<file path="config.mk">
export PLATFORM = sky130hd
export DESIGN_NAME = gp_updown_timer
export DESIGN_NICKNAME = d
export VERILOG_FILES = /design/src/rtl/gpt_pkg.sv /design/src/rtl/gpt_prescale.sv /design/src/rtl/gpt_counter.sv /design/src/rtl/gpt_capture.sv /design/src/rtl/gpt_sync.sv /design/src/rtl/gp_updown_timer.sv
export SDC_FILE = /design/constraint.sdc
export NUM_CORES = 1
export LEC_CHECK = 0
export BUFFER_PORTS_ARGS = -buffer_cell sky130_fd_sc_hd__buf_2
export CORE_MARGIN = 1
export CORE_UTILIZATION = 45
export DETAILED_ROUTE_END_ITERATION = 8
export PLACE_DENSITY = 0.65
export SYNTH_ARGS = -nofsm -noshare
export SYNTH_HDL_FRONTEND = slang
export SYNTH_HIERARCHICAL = 1
export SYNTH_SLANG_ARGS = --single-unit
</file>
<file path="constraint.sdc">
create_clock -name clk -period 5.4 [get_ports clk]
set_input_delay 1.08 -clock clk [delete_from_list [all_inputs] [get_ports clk]]
set_output_delay 1.08 -clock clk [all_outputs]
set_load 0.05 [all_outputs]
</file>
<file path="src/rtl/gpt_pkg.sv">
package gpt_pkg;

  typedef enum logic [2:0] {
    A_CTRL      = 3'd0,
    A_LOAD      = 3'd1,
    A_COUNT     = 3'd2,
    A_COUNT_SYN = 3'd3,
    A_CAPTURE   = 3'd4,
    A_STATUS    = 3'd5,
    A_CLEAR     = 3'd6
  } reg_addr_e;

  // control field positions
  localparam int B_PRE   = 0;
  localparam int B_UP    = 2;
  localparam int B_PER   = 3;
  localparam int B_EN    = 4;
  localparam int B_RLC   = 7;
  localparam int B_CAPEN = 8;
  localparam int B_SEL   = 9;

  // log2 of the prescale ratio for each code: 1, 4, 16, 256
  function automatic int unsigned pre_shift(input logic [1:0] code);
    case (code)
      2'd0:    return 0;
      2'd1:    return 2;
      2'd2:    return 4;
      default: return 8;
    endcase
  endfunction

endpackage

</file>
<file path="src/rtl/gpt_prescale.sv">
module gpt_prescale #(
  parameter int PW = 8
) (
  input  logic       clk,
  input  logic       rst,
  input  logic       en,
  input  logic       restart,
  input  logic       tick,
  input  logic [1:0] sel,
  output logic       step
);
  import gpt_pkg::*;

  logic [PW-1:0] pcnt;
  logic [PW-1:0] lim;

  always_comb begin
    lim  = PW'((32'd1 << pre_shift(sel)) - 32'd1);
    step = en & tick & ~restart & (pcnt == lim);
  end

  always_ff @(posedge clk) begin
    if (rst || restart || !en) begin
      pcnt <= '0;
    end else if (tick) begin
      pcnt <= (pcnt == lim) ? '0 : pcnt + 1'b1;
    end
  end
endmodule

</file>
<file path="src/rtl/gpt_counter.sv">
module gpt_counter #(
  parameter int W = 16
) (
  input  logic         clk,
  input  logic         rst,
  input  logic         en,
  input  logic         periodic,
  input  logic         up,
  input  logic [W-1:0] load_val,
  input  logic         step,
  input  logic         clr_reload,
  output logic [W-1:0] count,
  output logic         restart,
  output logic         hit
);
  logic         en_d;
  logic         first;
  logic [W-1:0] term;
  logic [W-1:0] start;
  logic [W-1:0] nxt;

  always_comb begin
    first   = en & ~en_d;
    restart = first | clr_reload;
    term    = up ? '1 : '0;
    start   = periodic ? load_val : (up ? '0 : '1);
    nxt     = up ? count + 1'b1 : count - 1'b1;
    hit     = en & ~restart & step & (count != term) & (nxt == term);
  end

  always_ff @(posedge clk) begin
    if (rst) begin
      count <= '0;
      en_d  <= 1'b0;
    end else begin
      en_d <= en;
      if (en) begin
        if (restart) begin
          count <= start;
        end else if (step) begin
          count <= (count == term) ? start : nxt;
        end
      end
    end
  end
endmodule

</file>
<file path="src/rtl/gpt_capture.sv">
module gpt_capture #(
  parameter int W    = 16,
  parameter int EV_N = 32,
  localparam int EV_SW = $clog2(EV_N)
) (
  input  logic             clk,
  input  logic             rst,
  input  logic             cap_en,
  input  logic [EV_SW-1:0] sel,
  input  logic [EV_N-1:0]  evt,
  input  logic [W-1:0]     count,
  input  logic             clr_flag,
  output logic [W-1:0]     cap_val,
  output logic             flag
);
  logic [EV_N-1:0] hot;
  logic            sel_evt;
  logic            evt_q;
  logic            take;

  genvar i;
  generate
    for (i = 0; i < EV_N; i++) begin : g_dec
      assign hot[i] = evt[i] & (sel == EV_SW'(i));
    end
  endgenerate

  always_comb begin
    sel_evt = |hot;
    take    = cap_en & sel_evt & ~evt_q & ~flag;
  end

  always_ff @(posedge clk) begin
    if (rst) begin
      evt_q   <= 1'b0;
      flag    <= 1'b0;
      cap_val <= '0;
    end else begin
      evt_q <= sel_evt;
      if (take) begin
        cap_val <= count;
        flag    <= 1'b1;
      end else if (clr_flag) begin
        flag <= 1'b0;
      end
    end
  end
endmodule

</file>
<file path="src/rtl/gpt_sync.sv">
module gpt_sync #(
  parameter int W      = 16,
  parameter int STAGES = 2
) (
  input  logic         clk,
  input  logic         rst,
  input  logic [W-1:0] d,
  output logic [W-1:0] q
);
  logic [W-1:0] stg [STAGES+1];

  assign stg[0] = d;

  genvar s;
  generate
    for (s = 1; s <= STAGES; s++) begin : g_stage
      always_ff @(posedge clk) begin
        if (rst) stg[s] <= '0;
        else     stg[s] <= stg[s-1];
      end
    end
  endgenerate

  assign q = stg[STAGES];
endmodule

</file>
<file path="src/rtl/gp_updown_timer.sv">
module gp_updown_timer #(
  parameter int CNT_W       = 16,
  parameter int EV_N        = 32,
  parameter int SYNC_STAGES = 2,
  parameter int PRE_W       = 8
) (
  input  logic             clk,
  input  logic             rst,
  input  logic             bus_wr,
  input  logic [2:0]       bus_addr,
  input  logic [CNT_W-1:0] bus_wdata,
  output logic [CNT_W-1:0] bus_rdata,
  input  logic             tick,
  input  logic [EV_N-1:0]  evt_in,
  output logic             irq
);
  import gpt_pkg::*;

  localparam int EV_SW = $clog2(EV_N);
  localparam logic [CNT_W-1:0] EN_MASK   = CNT_W'(1) << B_EN;
  localparam logic [CNT_W-1:0] SEL_MASK  = CNT_W'((1 << EV_SW) - 1) << B_SEL;
  localparam logic [CNT_W-1:0] CTRL_MASK = SEL_MASK | (CNT_W'(1) << B_CAPEN) |
                                           (CNT_W'(1) << B_RLC) | EN_MASK |
                                           (CNT_W'(1) << B_PER) | (CNT_W'(1) << B_UP) |
                                           CNT_W'(3);

  logic [CNT_W-1:0] ctrl_q;
  logic [CNT_W-1:0] load_q;
  logic             tmo_q;
  logic             ctrl_en;
  logic             wr_ctrl, wr_load, wr_clr;
  logic             clr_tmo, clr_cap, clr_reload;
  logic             step, restart, hit;
  logic [CNT_W-1:0] count_w;
  logic [CNT_W-1:0] cnt_sync_w;
  logic [CNT_W-1:0] cap_val;
  logic             cap_flag;

  always_comb begin
    ctrl_en    = ctrl_q[B_EN];
    wr_ctrl    = bus_wr & (bus_addr == A_CTRL);
    wr_load    = bus_wr & (bus_addr == A_LOAD);
    wr_clr     = bus_wr & (bus_addr == A_CLEAR);
    clr_tmo    = wr_clr & bus_wdata[0];
    clr_cap    = wr_clr & bus_wdata[1];
    clr_reload = clr_tmo & ctrl_q[B_RLC] & ctrl_en;
  end

  always_ff @(posedge clk) begin
    if (rst) begin
      ctrl_q <= '0;
      load_q <= '0;
      tmo_q  <= 1'b0;
    end else begin
      if (wr_ctrl) begin
        if (ctrl_en) ctrl_q <= (ctrl_q & ~EN_MASK) | (bus_wdata & EN_MASK);
        else         ctrl_q <= bus_wdata & CTRL_MASK;
      end
      if (wr_load && !ctrl_en) load_q <= bus_wdata;
      if (hit)          tmo_q <= 1'b1;
      else if (clr_tmo) tmo_q <= 1'b0;
    end
  end

  assign irq = tmo_q;

  gpt_prescale #(.PW(PRE_W)) u_pre (
    .clk(clk), .rst(rst), .en(ctrl_en), .restart(restart),
    .tick(tick), .sel(ctrl_q[B_PRE +: 2]), .step(step)
  );

  gpt_counter #(.W(CNT_W)) u_cnt (
    .clk(clk), .rst(rst), .en(ctrl_en), .periodic(ctrl_q[B_PER]),
    .up(ctrl_q[B_UP]), .load_val(load_q), .step(step),
    .clr_reload(clr_reload), .count(count_w), .restart(restart), .hit(hit)
  );

  gpt_capture #(.W(CNT_W), .EV_N(EV_N)) u_cap (
    .clk(clk), .rst(rst), .cap_en(ctrl_q[B_CAPEN]),
    .sel(ctrl_q[B_SEL +: EV_SW]), .evt(evt_in), .count(count_w),
    .clr_flag(clr_cap), .cap_val(cap_val), .flag(cap_flag)
  );

  gpt_sync #(.W(CNT_W), .STAGES(SYNC_STAGES)) u_sync (
    .clk(clk), .rst(rst), .d(count_w), .q(cnt_sync_w)
  );

  always_ff @(posedge clk) begin
    if (rst) begin
      bus_rdata <= '0;
    end else begin
      case (bus_addr)
        A_CTRL:      bus_rdata <= ctrl_q;
        A_LOAD:      bus_rdata <= load_q;
        A_COUNT:     bus_rdata <= count_w;
        A_COUNT_SYN: bus_rdata <= cnt_sync_w;
        A_CAPTURE:   bus_rdata <= cap_val;
        A_STATUS:    bus_rdata <= {{(CNT_W-2){1'b0}}, cap_flag, tmo_q};
        default:     bus_rdata <= '0;
      endcase
    end
  end
endmodule

</file>
==> run metrics, run 1 <==
status finished, final reports clean; number of flops mapped to enable cells by yosys 0; most common cell after layout, fill and taps aside dfxtp_1; IO buf count about 70; mean post-synth cell area between 8 and 9 sq um; clk sinks 120; DRC violations left 0; htree depth 4; DIE AREA between 10,000 and 15,000 sq um; drt wl/cell 16.5 um; Crit. Startpoint ctrl_q[2]; post-CTS sizing 0; share of layout cells above drive strength 1 ~17%; routability cong. between 0.9 and 1; Critical Path RT 5.74 ns; TritonCTS clock tree done; Reg-to-Reg End irq; worst-path cell chain inv_1 > fa_1 > a211oi_2 > nor3_1 > o41ai_1 > nand2b_1 > xor2_1 > or4_1 > or4_1 > a2111oi_2 > a21oi_1 > nor2_1; DP Wirelength ~11 mm; Iteration-0 DRC Markers between 300 and 400; CTS Hold Buffers Added 0; Netlist cell types 74; Ports between 70 and 80; yosys warns 6; Peak Freq roughly 0.24 GHz; total CTS buffers 17; Max Slew Vio Count 0; setup violators final 0; critical path startpoint category register; Area Growth Syn to Fin 11.5%; CP top delay family simple AND/OR/NAND/NOR gates; synthesized cell area between 6000 and 7000 sq um; final hold vios 0; FF+latch count, synth 120; Clk Latency, worst-skew pair around 0.41 ns; CP peak stage delay 0.56 ns; final setup TNS 0 ns; Crit path buffers/inverters 1; Vias 5,276; PD cells 299 nW/um^2; leakage 2.86 nW; largest net degree at the start of global routing between 60 and 70; most common flop cell mapped by yosys dfxtp_1; register area share after synthesis a little under two fifths; Worst-Margin Slew 1.18 ns; crit path capture irq; TritonRoute pass-1 iters 5; setup bufs post-CTS 0; Detail Route Antenna Nets 0; Area contributors post-synth dfxtp_1 37%, mux2i_1 9.4%, a21oi_1 5.1%, nand2_1 3.6%, nor2b_1 3.6%; worst reg2reg path depth 12; Starting Density between 40% and 50%; Layout Skew 0.00685 ns; Crit. path cell count 12; Worst setup EP type register; CTS clk-pin slew, worst paths about 0.060 ns; RSZ-0062 raised after global routing no; async set-reset flop share out of synthesis 0%; fin util 51.8%; Synth area leader dfxtp_1; GRT overflow 0; Tcrit/Tclk final 76.4%; critical path data arrival time 4.47 ns; nets ~820; Slew Limit Headroom a little over a fifth; Core ar. 13,900 sq um; reg2reg start ctrl_q[2]; Critical Path Fanout Max 15; Die Width 122 um; vias in the first global route between 4,000 and 5,000; Die Ht ~120 um; Max VDD drop between 0.2 and 0.25 mV; clk buf depth 2; Ant. Diodes 0; commonest non-fill, non-tap cells in the layout 120 x dfxtp_1, 71 x buf_2, 66 x a21oi_1, 62 x nand2_1, 61 x mux2i_1; crit-path most repeated cell or4_1; reg2reg setup slack ~1.3 ns; DR vias/cell between 5 and 6; synthesized instance count 722; worst min path class register to register; top-area cell type share of the netlist area 37.1%; max-cap violation count 0; GRT Overall Usage 21.7%; Crit Path Class register to register; CTS root buf clkbuf_16; Synth Net Count about 790; post-layout min period about 4.1 ns; first-pass GRT wire length about 25 mm; row cnt 43; initial antenna violation count 0; Max stage delay cell, worst path fa_1; final WL ~16 mm
[where the power goes]
part           internal, mW  switching, mW
Sequential            0.892        0.00949
Combinational        0.0564         0.0910
Clock                 0.692          0.414
Total                  1.64          0.515
[layer usage]
layer	wire length (um)	part of all wire (%)	track usage, %	up-vias
met1	7190	46	28.5	2507
met5	0	0	0	-
li1	-	-	-	2603
met3	780	5.0	5.15	25
met4	316	2.0	6.48	0
met2	7250	47	35.1	141
[sequential cells by signal, indices dropped and copies added (netlist names), 8 cells and up]
| register | count |
|---|---|
| u_pre/pcnt | 8 |
| u_cnt/count | 16 |
| ctrl_q | 12 |
| u_sync/q | 16 |
| u_cap/cap_val | 16 |
| bus_rdata | 16 |
| u_sync/stg | 16 |
| load_q | 16 |
[cell families (layout without fill, tap and decap cells)]
kind of cell             after synthesis  in the layout  synth area share [%]
AO/OA/AOI/OAI                        161            161                  16.9
XOR/XNOR                              24             24                  3.25
adder cells (fa/ha/maj)               17             17                  3.40
buffers and inverters                 72            113                  7.46
flip-flops                           120            120                  37.1
multiplexers                          63             63                  9.95
AND/OR/NAND/NOR                      265            265                  21.9
[worst min path at each step]
stage | from | end | slack (ns) | cells past startpoint
2_1_floorplan | u_sync/stg[16] | u_sync/q[0] | 0.41 | 1
3_3_place_gp | u_sync/stg[22] | u_sync/q[6] | 0.42 | 1
3_5_place_dp | u_sync/stg[31] | u_sync/q[15] | 0.42 | 1
4_1_cts | u_sync/stg[18] | u_sync/q[2] | 0.44 | 1
5_1_grt | u_sync/stg[25] | u_sync/q[9] | 0.45 | 1
6_report | u_sync/stg[18] | u_sync/q[2] | 0.43 | 1
[cell usage after synthesis, drive strengths merged (3+ instances only)]
cell type / number
a2111oi: 3
a211oi: 8
a21o: 7
a21oi: 68
a222oi: 4
a22o: 4
a22oi: 11
a31oi: 4
and3: 5
and4: 4
buf: 42
clkbuf: 23
dfxtp: 120
ha: 16
inv: 7
mux2i: 61
nand2: 63
nand2b: 36
nand3: 8
nand3b: 11
nand4: 7
nand4b: 3
nor2: 60
nor2b: 37
nor3: 8
o211ai: 10
o21a: 4
o21ai: 20
o22ai: 3
o41ai: 3
or2: 4
or4: 4
xnor2: 13
xor2: 11
[through the flow]
step	instance area [sq um]	power [mW]	instances	hold WS [ns]	worst slack [ns]
2_1_floorplan	6480	1.03	722	0.414	1.61
4_1_cts	7220	2.16	943	0.436	1.29
6_report	7220	2.16	943	0.433	1.27
5_1_grt	7220	2.23	943	0.452	0.982
3_3_place_gp	6630	1.06	911	0.415	1.41
3_5_place_dp	6630	1.07	911	0.425	1.31
[final cells by class]
cell class,instances,area (sq um)
multi-input combinational,530,3590
fill,1301,6720
tap,180,225
clock buffer,18,439
inverter,7,31.3
timing repair buffer,74,378
sequential,120,2400
clock inverter,14,153
(Power assumes the default switching activity.)
==> run 2: changes to the inputs <==
- ABC_AREA: not set -> 1
- PLACE_DENSITY: 0.65 -> 0.67
- clock period: 5.4 -> 3.4 ns (I/O delays scaled with it)
==> run 2 against run 1 <==
Effect of this change: design area is 12% higher; die area is 10% higher; hold slack worse by 0.038 ns; setup slack worse by 0.54 ns; clock skew is 0.0032 ns higher; flip-flop and latch count stayed put; register-to-register slack worse by 0.54 ns; non-clock buffer count is 10 higher; clock power is 59% higher; fmax is 55% higher; count of clock-buffer cells in the layout is 2 higher.
==> run metrics, run 2 <==
drt wl/cell approximately 15 um; Overall Power about 3.6 mW; GRT overflow 0; number of flops mapped to enable cells by yosys 0; global route hottest layer met2; DIE AREA 16,400 sq um; Tcrit/Tclk final about four fifths; Synth Net Count 1,179; synthesized instance count around 1,100; DP Wirelength between 10 and 15 mm; status finished, final reports clean; met2 Use GR about two fifths; Worst-Margin Slew between 0.9 and 1 ns; DRC violations left 0; Area Growth Syn to Fin 13.2%; critical path startpoint category register; most numerous cell in the Yosys netlist nand2_1; Layout Skew around 0.010 ns; register area share after synthesis approximately a third; Critical Path Fanout Max 16; worst min path class register to register; Crit path buffers/inverters 2; post-layout min period 2.67 ns; synthesized cell area 7130 sq um; worst-path cell chain inv_1 > ha_1 > nand2_1 > nand3_2 > nand2_1 > nand2_1 > nand2_1 > nand2_1 > nand2_1 > nand2_1 > nor2_1 > nand2_1 > nor2_1 > nor2_1 > nor2_1 > inv_1 > a21oi_1; critical path data arrival time approximately 3.0 ns; clk sinks 120; clk buf depth 2; row cnt between 40 and 50; Netlist cell types between 40 and 50; final setup TNS 0 ns; vias in the first global route a little over 6,000; Max VDD drop 0.341 mV; Worst setup EP type register; met1 usage 35.2%; Ports 72; max-cap violation count 0; setup violators final 0; routability cong. 0.932; initial antenna violation count 0; total CTS buffers 17; Ant. Diodes 0; FF+latch count, synth 120; Crit. path cell count 17; Iteration-0 DRC Markers 578; Vias 7,022; Slew Limit Headroom 35.1%; nets roughly 1,200; mean post-synth cell area 6.44 sq um; met3 usage a little over 4%; top-area cell type share of the netlist area about a third; most common cell after layout, fill and taps aside nand2_1; Area contributors post-synth dfxtp_1 34%, nand2_1 14%, nor2_1 10%, inv_1 7.8%, nand3_1 6.7%; setup bufs post-CTS 0; largest net degree at the start of global routing 42; worst reg2reg path depth 17; GRT Overall Usage between 20% and 30%; Detail Route Antenna Nets 0; Peak Freq approximately 0.37 GHz; PD cells roughly 440 nW/um^2; IO buf count 71; CP peak stage delay ~0.46 ns; CTS root buf clkbuf_16; Hold Path Depth 2; Critical Path RT ~3.8 ns; Die Width around 130 um; share of layout cells above drive strength 1 between 10% and 20%; final WL approximately 20 mm; CTS clk-pin slew, worst paths 0.06 ns; Die Ht about 130 um; final hold vios 0; CTS Hold Buffers Added 0; most common flop cell mapped by yosys dfxtp_1; RSZ-0062 raised after global routing no; yosys warns 6; TritonCTS clock tree done; commonest cells in the netlist 261 x nand2_1, 192 x nor2_1, 148 x inv_1, 120 x dfxtp_1, 96 x nand3_1; TritonRoute pass-1 iters 7; Crit Path Class register to register; Synth area leader dfxtp_1; DR vias/cell just over 5; async set-reset flop share out of synthesis 0%; Starting Density about 47%; post-CTS sizing 0; CP top delay family simple AND/OR/NAND/NOR gates; Core ar. 15,300 sq um; htree depth 4; leakage around 3.8 nW; first-pass GRT wire length 32.4 mm; Clk Latency, worst-skew pair approximately 0.43 ns; commonest non-fill, non-tap cells in the layout 261 x nand2_1, 192 x nor2_1, 148 x inv_1, 120 x dfxtp_1, 96 x nand3_1; Max stage delay cell, worst path inv_1; crit-path most repeated cell nand2_1; Max Slew Vio Count 0
[run 2: cell types whose count changed after synthesis, moves of 36 or more]
cell / delta
nand2_1: +199
nor2b_1: -37
mux2i_1: -60
inv_1: +142
nand3_1: +88
nor2_1: +132
nand4_1: +43
nand2b_1: -36
[run 2: metal layers]
layer	share of wire, %	up-vias
li1	-	3576
met1	47	3103
met2	44	304
met3	6.5	39
met4	3.3	0
met5	0	-
[run 2: cells by family after synthesis]
group / synth area share [%]
AO/OA/AOI/OAI: 7.98
XOR/XNOR: 1.72
adder cells (fa/ha/maj): 3.09
buffers and inverters: 13.9
flip-flops: 33.7
multiplexers: 0.140
AND/OR/NAND/NOR: 39.5
[run 2: worst min-delay path, cell delays in order, from the launching register on]
cell     delay [ns]
dfxtp_1        0.29
inv_1          0.04
nor2_1         0.03
[run 2: stage by stage]
step                      instance area [sq um]  utilization [%]  setup WS [ns]  hold slack, ns  cells
after floorplan                            7130                -          0.935           0.388   1107
after global placement                     7480             48.9          0.716           0.389   1347
after detailed placement                   7480             48.9          0.614           0.392   1347
after CTS                                  8080             52.7          0.739           0.396   1379
after global routing                       8080             52.7          0.415           0.413   1379
final                                      8080             52.7          0.731           0.394   1379
[run 2: path summary, 6_finish.rpt]
| check | startpoint | endpoint | slack (ns) |
|---|---|---|---|
| max | ctrl_q[2] | irq | 0.73 |
| min | u_sync/stg[17] | u_sync/q[1] | 0.39 |
| max reg2reg | ctrl_q[2] | irq | 0.73 |
| min reg2reg | u_sync/stg[17] | u_sync/q[1] | 0.39 |
[run 2: power breakdown]
group	leakage (nW)	internal, mW	switching [mW]
sequential	0.969	1.43	0.0198
clock	0.288	1.13	0.644
combinational	2.55	0.108	0.260
[run 2: final cells by class]
type	instances	area, sq um
multi-input combinational	767	3740
fill	1581	7240
clock buffer	20	467
timing repair buffer	84	453
clock inverter	12	125
tap	211	264
inverter	165	623
sequential	120	2400
==> run 3: changes to the inputs <==
- clock period: 3.4 -> 2.4 ns (I/O delays scaled with it)
==> run 3 against run 2 <==
Effect of this change: flip-flop and latch count did not move; hold slack got worse by 0.090 ns; count of clock-buffer cells in the layout fell by 3; critical path depth fell by 1; clock power rose by 50%; clock skew rose by 0.00099 ns; first-iteration DRC count rose by 5.5%; cell count rose by 2.5%.
==> run metrics, run 3 (synthesis gave the netlist of run 2 again) <==
status finished, final reports clean; crit-path most repeated cell nand2_2; Die Width about 130 um; final hold vios 0; Detail Route Antenna Nets 0; critical path data arrival time 2.60 ns; CTS clk-pin slew, worst paths about 0.060 ns; DP Wirelength between 15 and 20 mm; nets about 1,300; share of layout cells above drive strength 1 approximately a fifth; Worst Hold End load_q[14]; Clk Latency, worst-skew pair roughly 0.42 ns; DRC violations left 0; DR vias/cell roughly 5.0; clk sinks 120; Critical Path RT about 2.8 ns; Vias a little over 7,000; Placed Area 7710 sq um; CTS root buf clkbuf_16; GRT overflow 0; Worst setup EP type register; GRT Overall Usage 26.4%; Reg-to-Reg End irq; setup violators final 0; leakage a little over 4 nW; routability cong. just under 0.9; Ports between 70 and 80; Tcrit/Tclk final between 90% and 100%; most common cell after layout, fill and taps aside nand2_1; vias in the first global route roughly 6,500; Crit path buffers/inverters 3; Starting Density 46.6%; Area Growth Syn to Fin 22.5%; first-pass GRT wire length roughly 33 mm; max-cap violation count 0; Layout Skew 0.0111 ns; reg2reg setup slack roughly 0.16 ns; PD cells slightly above 600 nW/um^2; IO buf count 71; reg2reg start ctrl_q[2]; TritonCTS clock tree done; hold_sp bus_wdata[14]; row cnt 45; FILL cells 1,479; largest net degree at the start of global routing 28; Max Slew Vio Count 0; drt wl/cell around 15 um; Max VDD drop 0.292 mV; initial antenna violation count 0; TritonRoute pass-1 iters 6; RSZ-0062 raised after global routing yes; worst min path class input port to register; post-layout min period 2.24 ns; Peak Freq roughly 0.45 GHz; CTS Hold Buffers Added 0; final setup TNS 0 ns; worst reg2reg path depth 16; htree depth 4; setup slack after layout roughly 0.16 ns; Slew Limit Headroom 58.3%; worst-path cell chain inv_4 > clkbuf_16 > fa_2 > nand2_2 > nand2_1 > nand2_2 > o21ai_2 > nand2_2 > nand3_1 > nand2_1 > nand3_1 > nor2_2 > nor2_2 > nor2_1 > inv_1 > a21oi_1; pre-CTS setup slack between 0.02 and 0.03 ns; DIE AREA 16,400 sq um; Iteration-0 DRC Markers 610; Ant. Diodes 0; Worst-Margin Slew between 0.6 and 0.7 ns; Max stage delay cell, worst path fa_2; Core ar. 15,300 sq um; Hold Path Depth 3; total CTS buffers 17; design area ~8700 sq um; CP top delay family simple AND/OR/NAND/NOR gates; clk buf depth 2; final WL 21.1 mm; CP peak stage delay about 0.40 ns; Die Ht about 130 um; Critical Path Fanout Max 8; commonest non-fill, non-tap cells in the layout 244 x nand2_1, 180 x nor2_1, 146 x inv_1, 119 x dfxtp_1, 92 x nand3_1; fin util 57.0%; critical path startpoint category register; Crit Path Class register to register
run 3: area by class of cell:
class | instances | area (sq um) | area share, %
Sequential cell | 120 | 2400 | 27.5
Timing Repair Buffer | 119 | 746 | 8.54
Clock buffer | 17 | 425 | 4.87
Inverter | 165 | 627 | 7.18
Clock inverter | 15 | 191 | 2.19
Tap cell | 211 | 264 | 3.02
Multi-Input combinational cell | 767 | 4080 | 46.7
run 3: worst max path at each step:
stage / start / to / cells past startpoint
after detailed placement: bus_addr[2] / u_cnt/count[5] / 16
after floorplan: ctrl_q[2] / irq / 15
final: ctrl_q[2] / irq / 16
after global placement: ctrl_q[2] / irq / 16
after CTS: ctrl_q[2] / irq / 16
after global routing: ctrl_q[2] / irq / 19
run 3: where the power goes:
| part | switching, mW | internal [mW] |
|---|---|---|
| combinational | 0.400 | 0.202 |
| sequential | 0.0274 | 2.02 |
| clock | 0.997 | 1.66 |
| total | 1.42 | 3.88 |
run 3: per-layer routing:
layer / part of all wire [%] / vias to the layer above / track usage, %
met5: 0 / - / 0
met4: 2.8 / 0 / 10.7
met3: 6.5 / 40 / 4.88
met2: 45 / 261 / 43.1
met1: 45 / 3201 / 34.5
li1: - / 3637 / -
run 3: worst register-to-register path: stages (launching register included):
cell	delay [ns]
dfxtp_2	0.35
inv_4	0.05
clkbuf_16	0.18
fa_2	0.40
nand2_2	0.10
nand2_1	0.07
nand2_2	0.13
o21ai_2	0.09
nand2_2	0.09
nand3_1	0.08
nand2_1	0.11
nand3_1	0.09
nor2_2	0.13
nor2_2	0.06
nor2_1	0.09
inv_1	0.05
a21oi_1	0.13
run 3: what timing repair did:
action | 4_1_cts | 5_1_grt
setup buffers | 0 | 6
endpoints found under the setup margin | 0 | 17
resized for setup | 0 | 80
run 3: per-stage QoR:
stage / hold WS (ns) / total power, mW / cells
after floorplan: 0.388 / 2.47 / 1107
after global placement: 0.389 / 2.62 / 1375
after detailed placement: 0.392 / 2.62 / 1375
after CTS: 0.293 / 5.27 / 1407
after global routing: 0.320 / 5.49 / 1414
final: 0.304 / 5.30 / 1414
